`config.mk`:
```
export PLATFORM = sky130hd
export DESIGN_NAME = coh_cfg_regbank
export DESIGN_NICKNAME = d
export VERILOG_FILES = /design/src/rtl/coh_regbank_pkg.sv /design/src/rtl/coh_bus_decode.sv /design/src/rtl/coh_pwr_status.sv /design/src/rtl/coh_read_port.sv /design/src/rtl/coh_cfg_regbank.sv
export SDC_FILE = /design/constraint.sdc
export NUM_CORES = 1
export LEC_CHECK = 0
export BUFFER_PORTS_ARGS = -buffer_cell sky130_fd_sc_hd__clkbuf_2
export CAP_MARGIN = 15
export CORE_ASPECT_RATIO = 0.7
export CORE_MARGIN = 3
export CORE_UTILIZATION = 50
export CTS_CLUSTER_SIZE = 20
export DETAILED_ROUTE_END_ITERATION = 10
export PLACE_DENSITY = 0.75
export SETUP_SLACK_MARGIN = 0.4
export SLEW_MARGIN = 15
export SYNTH_ARGS = -nofsm -noshare
export SYNTH_HDL_FRONTEND = slang
export SYNTH_SLANG_ARGS = --single-unit
```
`constraint.sdc`:
```
create_clock -name clk -period 2.72 [get_ports clk]
set_input_delay 0.272 -clock clk [delete_from_list [all_inputs] [get_ports clk]]
set_output_delay 0.272 -clock clk [all_outputs]
set_load 0.01 [all_outputs]
```
`src/rtl/coh_regbank_pkg.sv`:
```
package coh_regbank_pkg;

  typedef enum logic [1:0] {
    SEL_ZERO = 2'd0,
    SEL_CTRL = 2'd1,
    SEL_CFG  = 2'd2,
    SEL_PWR  = 2'd3
  } rd_sel_e;

  localparam logic [7:0] OFF_CTRL     = 8'h00;
  localparam logic [7:0] OFF_CFG      = 8'h04;
  localparam logic [5:0] OFF_PWR_WORD = 6'h02;  // 0x08..0x0B

  function automatic logic size_is_legal(input logic [2:0] sz);
    return (sz == 3'd1) || (sz == 3'd2) || (sz == 3'd4);
  endfunction

endpackage

```
`src/rtl/coh_bus_decode.sv`:
```
module coh_bus_decode
  import coh_regbank_pkg::*;
#(
  parameter int ADDR_W = 8,
  parameter int DATA_W = 32,
  localparam int LANES  = DATA_W / 8,
  localparam int LANE_W = $clog2(LANES)
) (
  input  logic [ADDR_W-1:0] addr,
  input  logic [2:0]        size,
  input  logic              wr,
  output logic              ctrl_we,
  output logic              pwr_we,
  output logic [LANE_W-1:0] lane,
  output logic [DATA_W-1:0] size_mask,
  output rd_sel_e           rd_sel
);

  logic legal;
  logic hit_ctrl, hit_cfg, hit_pwr;

  always_comb begin
    legal    = size_is_legal(size);
    hit_ctrl = (addr == ADDR_W'(OFF_CTRL));
    hit_cfg  = (addr == ADDR_W'(OFF_CFG));
    hit_pwr  = (addr[ADDR_W-1:LANE_W] == (ADDR_W-LANE_W)'(OFF_PWR_WORD));
    lane     = addr[LANE_W-1:0];
  end

  always_comb begin
    case (size)
      3'd1:    size_mask = DATA_W'(8'hFF);
      3'd2:    size_mask = DATA_W'(16'hFFFF);
      3'd4:    size_mask = '1;
      default: size_mask = '0;
    endcase
  end

  always_comb begin
    ctrl_we = wr && legal && hit_ctrl;
    pwr_we  = wr && legal && hit_pwr;
  end

  always_comb begin
    if (hit_ctrl)      rd_sel = SEL_CTRL;
    else if (hit_cfg)  rd_sel = SEL_CFG;
    else if (hit_pwr)  rd_sel = SEL_PWR;
    else               rd_sel = SEL_ZERO;
  end

endmodule

```
`src/rtl/coh_pwr_status.sv`:
```
module coh_pwr_status #(
  parameter int DATA_W = 32,
  localparam int LANES  = DATA_W / 8,
  localparam int LANE_W = $clog2(LANES)
) (
  input  logic              clk,
  input  logic              we,
  input  logic [LANE_W-1:0] lane,
  input  logic [DATA_W-1:0] size_mask,
  input  logic [DATA_W-1:0] wdata,
  output logic [DATA_W-1:0] status
);

  logic [DATA_W-1:0] status_q = '0;
  logic [DATA_W-1:0] mask_sh;
  logic [DATA_W-1:0] data_sh;

  // Shift in the native width so bits beyond the top lane fall away.
  always_comb begin
    mask_sh = size_mask << {lane, 3'b000};
    data_sh = (wdata & size_mask) << {lane, 3'b000};
  end

  // No reset: the word is retained across controller reset.
  always_ff @(posedge clk) begin
    if (we) status_q <= (status_q & ~mask_sh) | data_sh;
  end

  assign status = status_q;

endmodule

```
`src/rtl/coh_read_port.sv`:
```
module coh_read_port
  import coh_regbank_pkg::*;
#(
  parameter int DATA_W = 32,
  localparam int LANES  = DATA_W / 8,
  localparam int LANE_W = $clog2(LANES)
) (
  input  logic              clk,
  input  logic              rst,
  input  logic              rd,
  input  rd_sel_e           sel,
  input  logic [LANE_W-1:0] lane,
  input  logic              ctrl,
  input  logic [DATA_W-1:0] cfg,
  input  logic [DATA_W-1:0] status,
  output logic [DATA_W-1:0] rdata
);

  logic [DATA_W-1:0] rdata_d;
  logic [DATA_W-1:0] rdata_q;

  always_comb begin
    case (sel)
      SEL_CTRL: rdata_d = DATA_W'(ctrl);
      SEL_CFG:  rdata_d = cfg;
      SEL_PWR:  rdata_d = status >> {lane, 3'b000};
      default:  rdata_d = '0;
    endcase
  end

  always_ff @(posedge clk) begin
    if (rst)     rdata_q <= '0;
    else if (rd) rdata_q <= rdata_d;
  end

  assign rdata = rdata_q;

  AST_RDATA_HOLD: assert property (@(posedge clk) disable iff (rst)
    !rd |=> $stable(rdata_q));

endmodule

```
`src/rtl/coh_cfg_regbank.sv`:
```
module coh_cfg_regbank
  import coh_regbank_pkg::*;
#(
  parameter int N_CORES = 1,
  parameter int ADDR_W  = 8,
  parameter int DATA_W  = 32,
  localparam int LANES  = DATA_W / 8,
  localparam int LANE_W = $clog2(LANES),
  localparam logic [DATA_W-1:0] CFG_WORD =
    DATA_W'(((1 << N_CORES) - 1) << 4) | DATA_W'(N_CORES - 1)
) (
  input  logic              clk,
  input  logic              rst,
  input  logic [ADDR_W-1:0] bus_addr,
  input  logic [DATA_W-1:0] bus_wdata,
  input  logic [2:0]        bus_size,
  input  logic              bus_wr,
  input  logic              bus_rd,
  output logic [DATA_W-1:0] bus_rdata
);

  generate
    if (N_CORES < 1 || N_CORES > 4) begin : g_bad_cores
      $error("coh_cfg_regbank: N_CORES must lie in 1..4");
    end
  endgenerate

  logic              ctrl_we, pwr_we;
  logic [LANE_W-1:0] lane;
  logic [DATA_W-1:0] size_mask;
  rd_sel_e           rd_sel;
  logic              ctrl_q;
  logic [DATA_W-1:0] pwr_status;

  coh_bus_decode #(.ADDR_W(ADDR_W), .DATA_W(DATA_W)) u_dec (
    .addr      (bus_addr),
    .size      (bus_size),
    .wr        (bus_wr),
    .ctrl_we   (ctrl_we),
    .pwr_we    (pwr_we),
    .lane      (lane),
    .size_mask (size_mask),
    .rd_sel    (rd_sel)
  );

  always_ff @(posedge clk) begin
    if (rst)          ctrl_q <= 1'b0;
    else if (ctrl_we) ctrl_q <= bus_wdata[0];
  end

  coh_pwr_status #(.DATA_W(DATA_W)) u_pwr (
    .clk       (clk),
    .we        (pwr_we),
    .lane      (lane),
    .size_mask (size_mask),
    .wdata     (bus_wdata),
    .status    (pwr_status)
  );

  coh_read_port #(.DATA_W(DATA_W)) u_rd (
    .clk    (clk),
    .rst    (rst),
    .rd     (bus_rd),
    .sel    (rd_sel),
    .lane   (lane),
    .ctrl   (ctrl_q),
    .cfg    (CFG_WORD),
    .status (pwr_status),
    .rdata  (bus_rdata)
  );

  AST_CTRL_ONE_BIT: assert property (@(posedge clk) disable iff (rst)
    (bus_rd && bus_addr == ADDR_W'(OFF_CTRL)) |=> (bus_rdata[DATA_W-1:1] == '0));
  AST_CFG_WORD: assert property (@(posedge clk) disable iff (rst)
    (bus_rd && bus_addr == ADDR_W'(OFF_CFG)) |=> (bus_rdata == CFG_WORD));
  AST_PWR_IDLE_HOLD: assert property (@(posedge clk) disable iff (rst)
    !bus_wr |=> $stable(pwr_status));
  AST_INVAL_ZERO: assert property (@(posedge clk) disable iff (rst)
    (bus_rd && bus_addr == ADDR_W'(8'h0C)) |=> (bus_rdata == '0));
  AST_BAD_SIZE_NO_PWR: assert property (@(posedge clk) disable iff (rst)
    (bus_wr && !size_is_legal(bus_size)) |=> $stable(pwr_status));
  AST_BAD_SIZE_NO_CTRL: assert property (@(posedge clk) disable iff (rst)
    (bus_wr && !size_is_legal(bus_size)) |=> $stable(ctrl_q));

endmodule

```
# Word level (Yosys, flattened, before mapping)
# Index checks and enable logic that the tools add are counted.
classes:
  n_mux: 5
  reduce_logical: 6
  n_eq_ne: 8
  bitwise: 4
  shifts: 3
op_table:
  columns: ["operator", "count"]
  rows:
  - ["32-bit one-hot mux with 3 select lines", 2]
  - ["32-bit AND", 2]
  - ["32-bit by 5-bit left shift with 32-bit output", 2]
  - ["32-bit NOT", 1]
  - ["32-bit bitwise OR", 1]
  - ["32-bit by 5-bit right shift with 32-bit output", 1]
  - ["8-bit by 3-bit == test with 1-bit output (second input constant)", 1]
  - ["8-bit logical NOT", 1]
  - ["6-bit by 2-bit == test with 1-bit output (second input constant)", 1]
  - ["2-bit 2-to-1 mux", 3]
  - ["2-bit == test (second input constant)", 2]
  - ["3-bit by 1-bit == test with 1-bit output (second input constant)", 1]
  - ["3-bit by 2-bit == test with 1-bit output (second input constant)", 1]
  - ["3-bit == test (second input constant)", 1]
  - ["1-bit logical AND", 3]
  - ["2-bit by 1-bit == test with 1-bit output (second input constant)", 1]
  - ["1-bit logical OR", 2]
totals:
  out_inout_bits: 32
  input_bits: 47
  word_cells: 29
  register_bits: 65

# Depth between registers and ports, before layout
depth:
  word_depth: 6
  mapped_depth: 6
  ltp_nobuf: 4

# Hierarchy
# Synthesis repeated with hierarchy kept, for this count alone.
unflattened:
  cells_unflattened: 455
  area_unflattened_um2: 4639.4
by_module_without_submodules:
  columns: ["module", "seq_area_each_um2", "area_per_inst_um2", "instances", "cells_each"]
  rows:
  - ["coh_pwr_status", 960.9, 2332.2, 1, 196]
  - ["coh_read_port", 640.6, 1918.1, 1, 207]
  - ["coh_bus_decode", 0.0, 347.8, 1, 47]
  - ["coh_cfg_regbank", 20.0, 41.3, 1, 5]

# Least setup slack after synthesis
# Ideal clock, no wire load.
synth_path:
  path_type: "in2reg"
  startpoint: "input port bus_size[2]"
  endpoint: "register u_pwr.status_q[0] (netlist: u_pwr.status[0]) (enable)"
  t_arrival_ns: 1.690
  path_buffers: 1
  path_stages: 4
  t_required_ns: 2.328
  slack_ns: 0.638
  path_cell_list: "buf_2 o21ai_0 o21a_1 and3_1"
synth_between:
  elab_chain_len: 5
  elab_cells_between_ends: 7
  cone_classes: "3 x eq/ne; 4 x reduce/logical"
synth_lines:
  columns: ["element", "line_no", "rtl"]
  rows:
  - ["start, declared", "coh_cfg_regbank.sv:16", "input logic [2:0] bus_size,"]
  - ["3-bit by 1-bit == test with 1-bit output / 3-bit by 2-bit == test with 1-bit output (equally long branches)", "coh_regbank_pkg.sv:15", "return (sz == 3'd1) || (sz == 3'd2) || (sz == 3'd4);"]
  - ["1-bit logical OR", "coh_regbank_pkg.sv:15", null]
  - ["1-bit logical OR (*)", "coh_regbank_pkg.sv:15", null]
  - ["1-bit logical AND (*) (2 in series)", "coh_bus_decode.sv:41", "pwr_we = wr && legal && hit_pwr;"]
  - ["net pwr_we", "coh_cfg_regbank.sv:28", "logic ctrl_we, pwr_we;"]
  - ["end signal, assigned", "coh_pwr_status.sv:26", "if (we) status_q <= (status_q & ~mask_sh) | data_sh;"]
  - ["end, declared", "coh_pwr_status.sv:14", "logic [DATA_W-1:0] status_q = '0;"]
# The timed path passes the listed nets; every way through them passes the cells marked *.
# A chain may end at the register's enable or synchronous reset.

# Final worst setup path
layout_path:
  startpoint: "input port bus_addr[0]"
  endpoint: "register u_pwr.status_q[11] (netlist: u_pwr.status[11]), data pin"
layout_between:
  elab_chain_len: 4
  elab_cells_between_ends: 5
  cone_classes: "2 x shift; 3 x bitwise"
layout_lines:
  columns: ["element", "line_no", "rtl"]
  rows:
  - ["start, declared", "coh_cfg_regbank.sv:14", "input logic [ADDR_W-1:0] bus_addr,"]
  - ["32-bit by 5-bit left shift with 32-bit output", "coh_pwr_status.sv:20", "mask_sh = size_mask << {lane, 3'b000};"]
  - ["32-bit NOT", "coh_pwr_status.sv:26", null]
  - ["32-bit AND", "coh_pwr_status.sv:26", null]
  - ["32-bit bitwise OR (*)", "coh_pwr_status.sv:26", null]
# Every way passes the cells marked *; elsewhere a longest branch is shown, timed or not.

==> out/results.txt <==
status: completed
Die W: 105.4 um
max_cap viols: 0
initial antenna violation count: 0
Post-synth top flop: dfxtp_1
min cycle time layout: 1.743 ns
fin crit share: 64.09%
fraction of layout cells with a size suffix above 1: 28.50%
Clock Path Buffers: 2
Slew headroom: 42.12%
Detailed Routing Iterations Pass 1: 5
initial core utilization: 53.55%
NetSw: 0.5621 mW
final hold vios: 0
Netlist cell types: 43
clk slew on worst S/H paths: 0.08 ns
DR vias/cell: 6.034
core area: 6456 sq um
synthesized cell area: 3457 sq um
clock power share: 40.4%
Combinational Power Share: 11.5%
Avg WL per Cell: 19.11 um
clk_skew: 0.01308 ns
first-pass GRT wire length: 15,060 um
sw frac: 26.26%
clock root buffer: clkbuf_8
worst hold path type: in2reg
gp weighted congestion: 0.8092
most frequent cells in the layout: 78 x clkbuf_2, 36 x nor2_1, 33 x mux2i_1, 33 x dfxtp_1, 32 x edfxtp_1
Worst setup SP type: primary input
num ports: 79
Final nets: 449
grt ovf: 0
Crit Path Class: in2reg
register area share after synthesis: 46.91%
Iter 0 DRT Violations: 310
Critical Path RT: 2.93 ns
# setup viols final: 0
power per standard cell area: 521.5 nW/um^2
hpwl dp: 7046 um
sequential cell fraction of total power: 48.1%
Tot GR Track Use: 24.81%
RSZ-0062 raised after global routing: no
Sink Count: 65
vias: 3,005
Synth warnings: 0
Pint: 1.578 mW
Synth Instances: 329
placed inst area: 3889 sq um
PortBufs: 78
area added between synthesis and finish: 18.71%
CP endpoint kind: flip-flop
CTS tree: built
Row Count: 24
largest net degree at the start of global routing: 33
Setup TNS: 0 ns
Die ar.: 7964 sq um
Worst Tran Pin Value: 0.8659 ns
Util after Layout: 63.57%
vias in the first global route: 2,831
async set or reset register ratio after synthesis: 0%
Die Height: 75.57 um
final instance area: 4104 sq um
Fmax: 573.6 MHz
post-cts gate resize count: 0
Crit Path Max Fanout: 20
P_leak: 1.733 nW
total nets after synthesis: 376
Post-DRT Antenna Nets: 0
drt drc: 0
Max VDD drop: 0.0002287 V
total CTS buffers: 9
Post-Route WL: 9518 um
H-tree levels: 3
Mean Syn Cell Area: 10.51 sq um
Clk Latency, worst-skew pair: 0.35 ns
diodes inserted: 0
critical path arrival: 1.96 ns
Final Max Slew Viols: 0
fill count: 571
EDFF count, synth: 32
hold_buf cts: 0
setup bufs post-CTS: 0
register bit count reported by yosys: 65
commonest non-fill, non-tap cell in the layout: clkbuf_2
-- state kept, by name (all words and copies together) (netlist names) --
name / flops
ctrl_q: 1
u_pwr.status: 32
u_rd.rdata: 32
-- worst max-delay path, stage by stage --
cell and delay, ns:
clkbuf_2 0.42, nor2b_1 0.63, and2_1 0.42, a221o_1 0.21
-- layout make-up --
| type | instances | area, sq um | area share [%] |
|---|---|---|---|
| clock buffers | 11 | 173.9 | 4.238 |
| clock inverters | 5 | 41.29 | 1.006 |
| inverters | 12 | 45.04 | 1.098 |
| multi-input cells | 229 | 1665 | 40.58 |
| flip-flops and latches | 65 | 1622 | 39.51 |
| well taps | 91 | 113.9 | 2.774 |
| repair buffers | 85 | 442.9 | 10.79 |
-- power by group through the flow --
| stage | Clock (mW) | Sequential (mW) | Combinational (mW) |
|---|---|---|---|
| final | 0.865 | 1.03 | 0.245 |
| after global routing | 0.917 | 1.03 | 0.266 |
| after CTS | 0.874 | 1.03 | 0.241 |
| after detailed placement | 0 | 1.05 | 0.240 |
| after global placement | 0 | 1.05 | 0.234 |
| after floorplan | 0 | 1.05 | 0.158 |
-- synth_stat cells, types with 2 or more instances --
| cell type | count | share of area [%] |
|---|---|---|
| nor2_1 | 36 | 3.9 |
| dfxtp_1 | 33 | 19 |
| mux2i_1 | 33 | 9.6 |
| edfxtp_1 | 32 | 28 |
| nand2_1 | 28 | 3.0 |
| a221o_1 | 24 | 6.9 |
| o2bb2ai_1 | 16 | 4.1 |
| a32oi_1 | 13 | 3.3 |
| and3_1 | 11 | 2.0 |
| inv_1 | 11 | 1.2 |
| buf_2 | 10 | 1.4 |
| o21ai_0 | 9 | 1.3 |
| a22o_1 | 8 | 2.0 |
| a22oi_1 | 8 | 1.7 |
| mux2_2 | 8 | 2.6 |
| clkbuf_1 | 7 | 0.76 |
| a21oi_1 | 6 | 0.87 |
| buf_4 | 3 | 0.65 |
| nand2b_1 | 3 | 0.54 |
| nand3_1 | 3 | 0.43 |
| buf_6 | 2 | 0.65 |
| nand3b_1 | 2 | 0.43 |
| nor3_1 | 2 | 0.29 |
| xor2_1 | 2 | 0.51 |
-- path summary, 6_finish.rpt --
kind | end | slack [ns] | cells after the start | start
setup / recovery | u_pwr.status[11]$_DFFE_PP_ | 0.98 | 4 | bus_addr[0]
hold / removal | u_rd.rdata[4]$_SDFFE_PP0P_ | 0.20 | 2 | bus_rd
setup reg to reg | u_rd.rdata[11]$_SDFFE_PP0P_ | 1.44 | 4 | u_pwr.status[27]$_DFFE_PP_
hold reg to reg | u_rd.rdata[21]$_SDFFE_PP0P_ | 0.46 | 2 | u_rd.rdata[21]$_SDFFE_PP0P_
-- per-stage QoR --
step | setup slack, ns | cells | power [mW] | hold WS, ns
5_1_grt | 0.8020 | 498 | 2.212 | 0.1958
3_3_place_gp | 0.7136 | 482 | 1.286 | 0.4340
6_report | 0.9767 | 498 | 2.140 | 0.1973
3_5_place_dp | 0.6644 | 482 | 1.292 | 0.4445
2_1_floorplan | 0.6379 | 329 | 1.210 | 0.3807
4_1_cts | 1.017 | 498 | 2.144 | 0.1862
-- logic make-up (layout without fill, tap and decap cells) --
group | after synthesis | after routing | synth area share (%)
and+or+nand+nor | 94 | 94 | 12.99
AOI/OAI and AO/OA | 91 | 91 | 22.04
DFF | 65 | 65 | 46.91
muxes | 41 | 41 | 12.16
buffers and inverters | 35 | 113 | 4.922
xor gates and xnor gates | 3 | 3 | 0.9774
-- layer usage --
layer  track usage (%)  vias up  wire [um]
li1                  -     1430          -
met1             36.94     1369       4604
met2             34.82      193       3612
met3             7.028       13       1191
met4             7.860        0        109
met5                 0        -          0
Power figures use the tool's default switching activity.
